`config.mk`:
```
export PLATFORM = sky130hd
export DESIGN_NAME = endian_lane_bridge
export DESIGN_NICKNAME = d
export VERILOG_FILES = /design/src/rtl/endian_pkg.sv /design/src/rtl/order_ctl.sv /design/src/rtl/window_decode.sv /design/src/rtl/lane_reorder.sv /design/src/rtl/endian_lane_bridge.sv
export SDC_FILE = /design/constraint.sdc
export NUM_CORES = 1
export LEC_CHECK = 0
export BUFFER_PORTS_ARGS = -buffer_cell sky130_fd_sc_hd__buf_4
export CAP_MARGIN = 15
export CORE_ASPECT_RATIO = 0.8
export CORE_MARGIN = 2
export CORE_UTILIZATION = 30
export CTS_BUF_LIST = sky130_fd_sc_hd__clkbuf_8 sky130_fd_sc_hd__clkbuf_16
export CTS_CLUSTER_DIAMETER = 60
export DETAILED_ROUTE_END_ITERATION = 10
export GPL_TIMING_DRIVEN = 0
export MAX_ROUTING_LAYER = met4
export SLEW_MARGIN = 20
export SYNTH_ARGS = -nofsm -noshare
export SYNTH_HDL_FRONTEND = slang
export SYNTH_SLANG_ARGS = --single-unit
```
`constraint.sdc`:
```
create_clock -name clk -period 2.1 [get_ports clk]
set_input_delay 0.105 -clock clk [delete_from_list [all_inputs] [get_ports clk]]
set_output_delay 0.105 -clock clk [all_outputs]
set_load 0.02 [all_outputs]
```
`src/rtl/endian_pkg.sv`:
```
package endian_pkg;

    localparam int BUS_W      = 32;
    localparam int LANE_N     = BUS_W / 8;
    localparam int HALF_W     = (LANE_N > 2) ? $clog2(LANE_N / 2) : 1;

    typedef enum logic [1:0] {
        SZ_BYTE  = 2'd0,
        SZ_WORD  = 2'd1,
        SZ_DWORD = 2'd2,
        SZ_RSVD  = 2'd3
    } xfer_size_e;

    typedef enum logic [1:0] {
        WIN_NONE   = 2'd0,
        WIN_PAGED  = 2'd1,
        WIN_BIG    = 2'd2,
        WIN_LITTLE = 2'd3
    } win_e;

    typedef struct packed {
        logic              big;
        xfer_size_e        size;
        logic [HALF_W-1:0] half;
    } swap_ctl_t;

    function automatic logic [BUS_W-1:0] lane_reverse(input logic [BUS_W-1:0] d);
        logic [BUS_W-1:0] r;
        for (int k = 0; k < LANE_N; k++) begin
            r[k*8 +: 8] = d[(LANE_N-1-k)*8 +: 8];
        end
        return r;
    endfunction

endpackage

```
`src/rtl/order_ctl.sv`:
```
module order_ctl #(
    parameter int              OFFS_W    = 16,
    parameter logic [15:0]     OFFSET    = 16'h8151,
    parameter int              DW        = 8,
    parameter int              ORDER_BIT = 5
) (
    input  logic              clk,
    input  logic              rst,
    input  logic              wr_en,
    input  logic [OFFS_W-1:0] wr_addr,
    input  logic [DW-1:0]     wr_data,
    output logic              order_big
);

    logic hit;
    assign hit = wr_en && (wr_addr == OFFSET[OFFS_W-1:0]);

    always_ff @(posedge clk) begin
        if (rst) begin
            order_big <= 1'b0;
        end else if (hit) begin
            order_big <= wr_data[ORDER_BIT];
        end
    end


    foreign_offset_chk: assert property (@(posedge clk) disable iff (rst)
        (wr_en && wr_addr != OFFSET[OFFS_W-1:0]) |=> $stable(order_big));


    load_bit_chk: assert property (@(posedge clk) disable iff (rst)
        (wr_en && wr_addr == OFFSET[OFFS_W-1:0]) |=> (order_big == $past(wr_data[ORDER_BIT])));

endmodule

```
`src/rtl/window_decode.sv`:
```
module window_decode
    import endian_pkg::*;
#(
    parameter int          ADDR_W  = 32,
    parameter int          WIN_LSB = 24,
    parameter logic [7:0]  BIG_TAG = 8'hE0,
    parameter logic [7:0]  LIT_TAG = 8'h20
) (
    input  logic [ADDR_W-1:0] addr,
    input  logic              paged,
    input  logic              order_big,
    output win_e              win,
    output logic              big,
    output logic              no_win
);

    localparam int TAG_W = ADDR_W - WIN_LSB;

    logic [TAG_W-1:0] tag;
    assign tag = addr[ADDR_W-1:WIN_LSB];

    always_comb begin
        win    = WIN_NONE;
        big    = 1'b0;
        no_win = 1'b0;
        if (paged) begin
            win = WIN_PAGED;
            big = order_big;
        end else if (tag == BIG_TAG[TAG_W-1:0]) begin
            win = WIN_BIG;
            big = 1'b1;
        end else if (tag == LIT_TAG[TAG_W-1:0]) begin
            win = WIN_LITTLE;
        end else begin
            no_win = 1'b1;
        end
    end

endmodule

```
`src/rtl/lane_reorder.sv`:
```
module lane_reorder
    import endian_pkg::*;
#(
    parameter int LANES = LANE_N
) (
    input  logic [LANES*8-1:0] din,
    input  swap_ctl_t          ctl,
    output logic [LANES*8-1:0] dout
);

    localparam int IDX_W = (LANES > 1) ? $clog2(LANES) : 1;

    for (genvar i = 0; i < LANES; i++) begin : g_lane
        localparam int PAIR = i / 2;
        logic [IDX_W-1:0] src;
        always_comb begin
            src = IDX_W'(i);
            if (ctl.big) begin
                if (ctl.size == SZ_DWORD) begin
                    src = IDX_W'(LANES - 1 - i);
                end else if (ctl.size == SZ_WORD && ctl.half == HALF_W'(PAIR)) begin
                    src = IDX_W'(i ^ 1);
                end
            end
        end
        assign dout[i*8 +: 8] = din[src*8 +: 8];
    end

endmodule

```
`src/rtl/endian_lane_bridge.sv`:
```
module endian_lane_bridge
    import endian_pkg::*;
#(
    parameter int          ADDR_W    = 32,
    parameter int          WIN_LSB   = 24,
    parameter logic [7:0]  BIG_TAG   = 8'hE0,
    parameter logic [7:0]  LIT_TAG   = 8'h20,
    parameter logic [15:0] MOD_OFFS  = 16'h8151,
    parameter int          ORDER_BIT = 5
) (
    input  logic              clk,
    input  logic              rst,
    input  logic              cfg_wr_en,
    input  logic [15:0]       cfg_addr,
    input  logic [7:0]        cfg_wdata,
    input  logic              acc_valid,
    input  logic              acc_paged,
    input  logic [ADDR_W-1:0] acc_addr,
    input  logic [1:0]        acc_size,
    input  logic [BUS_W-1:0]  host_wdata,
    input  logic [BUS_W-1:0]  bus_rdata,
    output logic [BUS_W-1:0]  bus_wdata,
    output logic [BUS_W-1:0]  host_rdata,
    output logic [1:0]        win_code,
    output logic              no_window
);

    logic             order_big;
    win_e             win_d;
    logic             big_d;
    logic             nowin_d;
    swap_ctl_t        ctl_d;
    swap_ctl_t        ctl_q;
    logic [BUS_W-1:0] wr_swapped;
    win_e             win_q;

    order_ctl #(
        .OFFS_W   (16),
        .OFFSET   (MOD_OFFS),
        .DW       (8),
        .ORDER_BIT(ORDER_BIT)
    ) i_order (
        .clk      (clk),
        .rst      (rst),
        .wr_en    (cfg_wr_en),
        .wr_addr  (cfg_addr),
        .wr_data  (cfg_wdata),
        .order_big(order_big)
    );

    window_decode #(
        .ADDR_W (ADDR_W),
        .WIN_LSB(WIN_LSB),
        .BIG_TAG(BIG_TAG),
        .LIT_TAG(LIT_TAG)
    ) i_win (
        .addr     (acc_addr),
        .paged    (acc_paged),
        .order_big(order_big),
        .win      (win_d),
        .big      (big_d),
        .no_win   (nowin_d)
    );

    always_comb begin
        ctl_d.big  = big_d;
        ctl_d.size = xfer_size_e'(acc_size);
        ctl_d.half = acc_addr[1 +: HALF_W];
    end

    lane_reorder #(.LANES(LANE_N)) i_wr_swap (
        .din (host_wdata),
        .ctl (ctl_d),
        .dout(wr_swapped)
    );

    lane_reorder #(.LANES(LANE_N)) i_rd_swap (
        .din (bus_rdata),
        .ctl (ctl_q),
        .dout(host_rdata)
    );

    always_ff @(posedge clk) begin
        if (rst) begin
            ctl_q     <= '0;
            bus_wdata <= '0;
            win_q     <= WIN_NONE;
            no_window <= 1'b0;
        end else if (acc_valid) begin
            ctl_q     <= ctl_d;
            bus_wdata <= wr_swapped;
            win_q     <= win_d;
            no_window <= nowin_d;
        end
    end

    assign win_code = win_q;


    byte_bypass_chk: assert property (@(posedge clk) disable iff (rst)
        (acc_valid && acc_size == 2'd0) |=> (bus_wdata == $past(host_wdata)));


    dword_reverse_chk: assert property (@(posedge clk) disable iff (rst)
        (acc_valid && !acc_paged && acc_addr[31:24] == BIG_TAG && acc_size == 2'd2)
        |=> (bus_wdata == lane_reverse($past(host_wdata))));


    no_window_chk: assert property (@(posedge clk) disable iff (rst)
        (acc_valid && !acc_paged && acc_addr[31:24] != BIG_TAG && acc_addr[31:24] != LIT_TAG)
        |=> (no_window && win_code == 2'd0 && bus_wdata == $past(host_wdata)));


    little_read_chk: assert property (@(posedge clk) disable iff (rst)
        (win_code == 2'd3) |-> (host_rdata == bus_rdata));


    hold_chk: assert property (@(posedge clk) disable iff (rst)
        !acc_valid |=> ($stable(bus_wdata) && $stable(win_code) && $stable(no_window)));

endmodule

```
---- After elaboration in Yosys (flattened, before gate mapping) ----
Cells that the tools add are included.
word-level totals
  output and inout port bits .............. 67
  register bits after elaboration ......... 40
  input port bits ......................... 127
operators by class
  shift-type cells ........................ 8
  reductions and logical operators ........ 5
  equal/unequal tests ..................... 7
  multiplexer cells ....................... 32
  bitwise operators ....................... 2
operators by type and width
  kind                    number
  $shiftx A32 B6 Y8       8
  $mux W2                 19
  $eq A16 B16 Y1 const B  1
  $mux W1                 13
  $eq A8 B6 Y1 const B    1
  $eq A8 B8 Y1 const B    1
  $logic_and A1 B1 Y1     5
  $eq A2 B1 Y1 const B    2
  $eq A2 B2 Y1 const B    2
  $not A1 Y1              2

---- Depth between registers and ports, before layout ----
  depth after elaboration ................. 6
  gate-level depth with buffers ........... 6
  mapped depth without buffers ............ 4

---- Modules after synthesis ----
From an unflattened synthesis, not the netlist that was laid out.
unflattened totals
  cells, all modules ...................... 367
  area total of the unflattened synthesis .. 2,994.1 µm²
by module, submodules not included
  module              cells an instance  area an instance (µm²)  instances
  lane_reorder        110                709.4                   2
  endian_lane_bridge  126                1,400.1                 1
  order_ctl           11                 95.1                    1
  window_decode       10                 80.1                    1

---- Least setup slack after synthesis ----
Ideal clock, no wire load.
  path kind ............................... reg2out
  from .................................... register ctl_q[3] (netlist name)
  to ...................................... output port host_rdata[0]
  cell stages (with the launch flop) ...... 6
  path buffers ............................ 1
  arrival ................................. 1,651 ps
  data required time ...................... 1,995 ps
  setup slack ............................. 344 ps
  cells stage by stage .................... dfxtp_1 > nand2_1 > nor3_2 > buf_2 > mux2i_1 > a21oi_1
between the ends
  cells in the longest elaborated chain, start to end .. 2
RTL lines
  what                    line                      source
  from (decl)             endian_lane_bridge.sv:33  swap_ctl_t ctl_q;
  from (signal assigned)  endian_lane_bridge.sv:90  ctl_q <= ctl_d;
  $mux W2                 lane_reorder.sv:18        if (ctl.big) begin
  $shiftx A32 B6 Y8       lane_reorder.sv:26        assign dout[i*8 +: 8] = din[src*8 +: 8];
  to (decl)               endian_lane_bridge.sv:23  output logic [BUS_W-1:0] host_rdata,
Every way passes these cells.

---- Final worst setup path ----
  from .................................... register ctl_q[3] (netlist name)
  to ...................................... output port host_rdata[2]
Same word-level chain as after synthesis.

==> impl_metrics.env <==
export IMPL_grt_ovfl_total=0
export IMPL_cts_tree="done"
export IMPL_finClkSkew_ns=0.00442
export IMPL_critical_path_startpoint_type="flop"
export IMPL_synth_simple_gate_area_share_pct=23.9
export IMPL_timing_critical_path_slowest_cell_delay_ns=0.38
export IMPL_cts_max_level=2
export IMPL_synth_adder_area_share_pct=0
export IMPL_r2r_cells=5
export IMPL_numCtsBuffers=5
export IMPL_hp_class="in -> reg"
export IMPL_end_kind="output port"
export IMPL_first_iter_violations=315
export IMPL_drv_cap=0
export IMPL_initial_core_util_pct=30.9
export IMPL_grt_usage_pct=23.5
export IMPL_synth_avg_cell_area_um2=7.17
export IMPL_slew_violations=0
export IMPL_power_density_mw_per_mm2=508
export IMPL_synth_ff_type="dfxtp_1"
export IMPL_grt_pass1_wl_um=19200
export IMPL_synthToLayoutAreaGrowth_pct=52.8
export IMPL_hold_depth=3
export IMPL_root_buffer="clkbuf_16"
export IMPL_synth_top_area_share_pct=26.7
export IMPL_synth_edff_count=0
export IMPL_worstPathMaxFanout=10
export IMPL_path_clk_slew_ns=0.06
export IMPL_drive_above_1_share_pct=34.5
export IMPL_antenna_found_initial=1
export IMPL_firstDrtPassIters=5
export IMPL_yosys_warnings=0
export IMPL_port_buffers=162
export IMPL_io_pins=194
export IMPL_synth_async_sr_flop_share_pct=0
export IMPL_gp_congestion=0.965
export IMPL_critPathSlowestCell="dfxtp_1"
export IMPL_vias=3923
export IMPL_die_area_mm2=0.0108
export IMPL_synthMuxAreaShare_pct=11.7
export IMPL_ant_nets=0
export IMPL_tns_ns=0
export IMPL_final_nets=719
export IMPL_dieWidth_um=116
export IMPL_rsz0062_at_grt="no"
export IMPL_cts_sinks=40
export IMPL_required_ns=2.00
export IMPL_synth_xor_area_share_pct=0.292
export IMPL_drc_errors=0
export IMPL_post_drt_wl_per_cell_um=18.0
export IMPL_syn_num_nets=545
export IMPL_ir_drop_mv=0.248
export IMPL_cp_cell_sequence="nand2_1, nor3_4, buf_4, buf_4, mux2i_1, a21oi_1, buf_4"
export IMPL_clk_path_buf_depth=2
export IMPL_cpMostUsedCell="buf_4"
export IMPL_fin_util_pct=47.3
export IMPL_synth_compound_area_share_pct=29.5
export IMPL_path_class="reg -> out"
export IMPL_status="completed"
export IMPL_grt_pass1_vias=3565
export IMPL_yosys_area_top_type="dfxtp_1"
export IMPL_ys_types=41
export IMPL_finalSetupViolCount=0
export IMPL_routed_wl_um=13100
export IMPL_synth_top_family_by_area="compound AO/OA/AOI/OAI gates"
export IMPL_netlist_instances=418
export IMPL_rows=32
export IMPL_die_h_um=93.4
export IMPL_max_slew_margin_pct=48.8
export IMPL_core_mm2=0.00969
export IMPL_hold_viol=0
export IMPL_grt_max_degree=12
export IMPL_ctsHoldBuffers=0
export IMPL_yosysSeqAreaShare_pct=26.7
export IMPL_dpl_hpwl_um=9920
export IMPL_fmax_mhz=514
export IMPL_crit_arrival_ns=1.84
export IMPL_setup_slack_ns=0.154
export IMPL_post_place_ws_ns=0.0601
export IMPL_netlist_area_mm2=0.00300
export IMPL_worst_pin_slew_ns=0.763
export IMPL_via_per_inst=5.38
export IMPL_p_leak_nw=2.02
export IMPL_insertion_delay_ns=0.29
export IMPL_min_period_ns=1.95
export IMPL_finalCritPeriodShare_pct=92.7
export IMPL_synth_area_leaders="dfxtp_1, nor2_1, mux2i_1, o31ai_1, a31oi_1"
export IMPL_ys_ff_latch=40
==> through the flow <==
stage,hold WS [ns],std cells,area (µm²),total power [mW]
global placement,0.373,716,4380,1.57
floorplan,0.252,418,3000,1.19
global route,0.0966,729,4580,2.42
CTS,0.0880,723,4530,2.31
detailed placement,0.384,716,4380,1.58
finish,0.0892,729,4580,2.33
==> per-layer routing <==
| metal | track usage, % | vias up | wire length, µm |
|---|---|---|---|
| li1 | - | 1876 | - |
| met1 | 34.5 | 1792 | 5880 |
| met2 | 32.5 | 237 | 5710 |
| met3 | 5.18 | 18 | 1380 |
| met4 | 5.65 | 0 | 137 |
| met5 | - | - | 0 |
==> cell families (layout without fill, tap and decap cells) <==
logic type             Yosys count  count (layout)
AO/OA/AOI/OAI                  140             140
flip-flops                      40              40
buffers and inverters           40             214
other                            0               1
AND/OR/NAND/NOR                162             162
XOR/XNOR                         1               1
multiplexers                    35              35
==> cell usage after synthesis, types with 2 or more instances <==
| cell type | count |
|---|---|
| buf_1 | 4 |
| nand3b_1 | 3 |
| o31ai_1 | 29 |
| inv_1 | 2 |
| nand2b_1 | 3 |
| dfxtp_1 | 40 |
| buf_4 | 3 |
| nor4b_1 | 2 |
| buf_2 | 6 |
| clkbuf_1 | 17 |
| mux2i_1 | 35 |
| buf_6 | 3 |
| a31oi_1 | 32 |
| buf_8 | 3 |
| nand3_1 | 32 |
| nor2_1 | 106 |
| o21ai_0 | 33 |
| o31ai_2 | 3 |
| nor2b_1 | 3 |
| nand2_1 | 6 |
| a21oi_1 | 33 |
==> worst paths after layout <==
check | startpoint | endpoint | slack [ns]
worst max-delay path | ctl_q[3] | host_rdata[2] | 0.15
worst min register to register | i_order.order_big | i_order.order_big | 0.49
worst max register to register | i_order.order_big | bus_wdata[24] | 0.58
worst min-delay path | acc_size[1] | ctl_q[2] | 0.09
==> sequential cells by signal (all words and copies together) (netlist names) <==
signal             cells
bus_wdata             32
ctl_q                  4
win_code               2
i_order.order_big      1
no_window              1
==> final cells by class <==
| cell class | count | area, µm² |
|---|---|---|
| clock inverter | 2 | 8.76 |
| multi-input combinational | 338 | 1970 |
| buffer | 36 | 230 |
| sequential | 40 | 801 |
| clock buffer | 5 | 125 |
| antenna | 1 | 2.50 |
| inverter | 2 | 7.51 |
| tap | 136 | 170 |
| timing repair buffer | 169 | 1270 |
| fill | 1007 | 5110 |
==> worst max-delay path: cells and delay by family (launching register included) <==
kind,cells,cell delay [ns]
AOI/OAI and AO/OA,1,0.10
buffers and inverters,3,0.59
DFF,1,0.38
muxes,1,0.23
and+or+nand+nor,2,0.26
==> power breakdown <==
group / internal [mW] / switching, mW / total (mW)
registers: 0.809 / 0.0317 / 0.840
clock network: 0.428 / 0.319 / 0.747
logic: 0.330 / 0.410 / 0.740
total: 1.57 / 0.760 / 2.33
==> what timing repair did <==
item	CTS	global route
setup endpoints to repair	20	31
pin swaps	0	1
gates resized for setup	2	6
buffers inserted	1	6
==> placed cells by master (no fill, tap or decap), types with 6 or more instances in the layout <==
| cell | n |
|---|---|
| buf_4 | 173 |
| dfxtp_1 | 40 |
| nand3_1 | 32 |
| a31oi_1 | 32 |
| nor2_1 | 106 |
| clkbuf_1 | 13 |
| a21oi_1 | 33 |
| o21ai_0 | 33 |
| o31ai_1 | 29 |
| mux2i_1 | 35 |
| nand2_1 | 6 |
(Power assumes the default switching activity.)
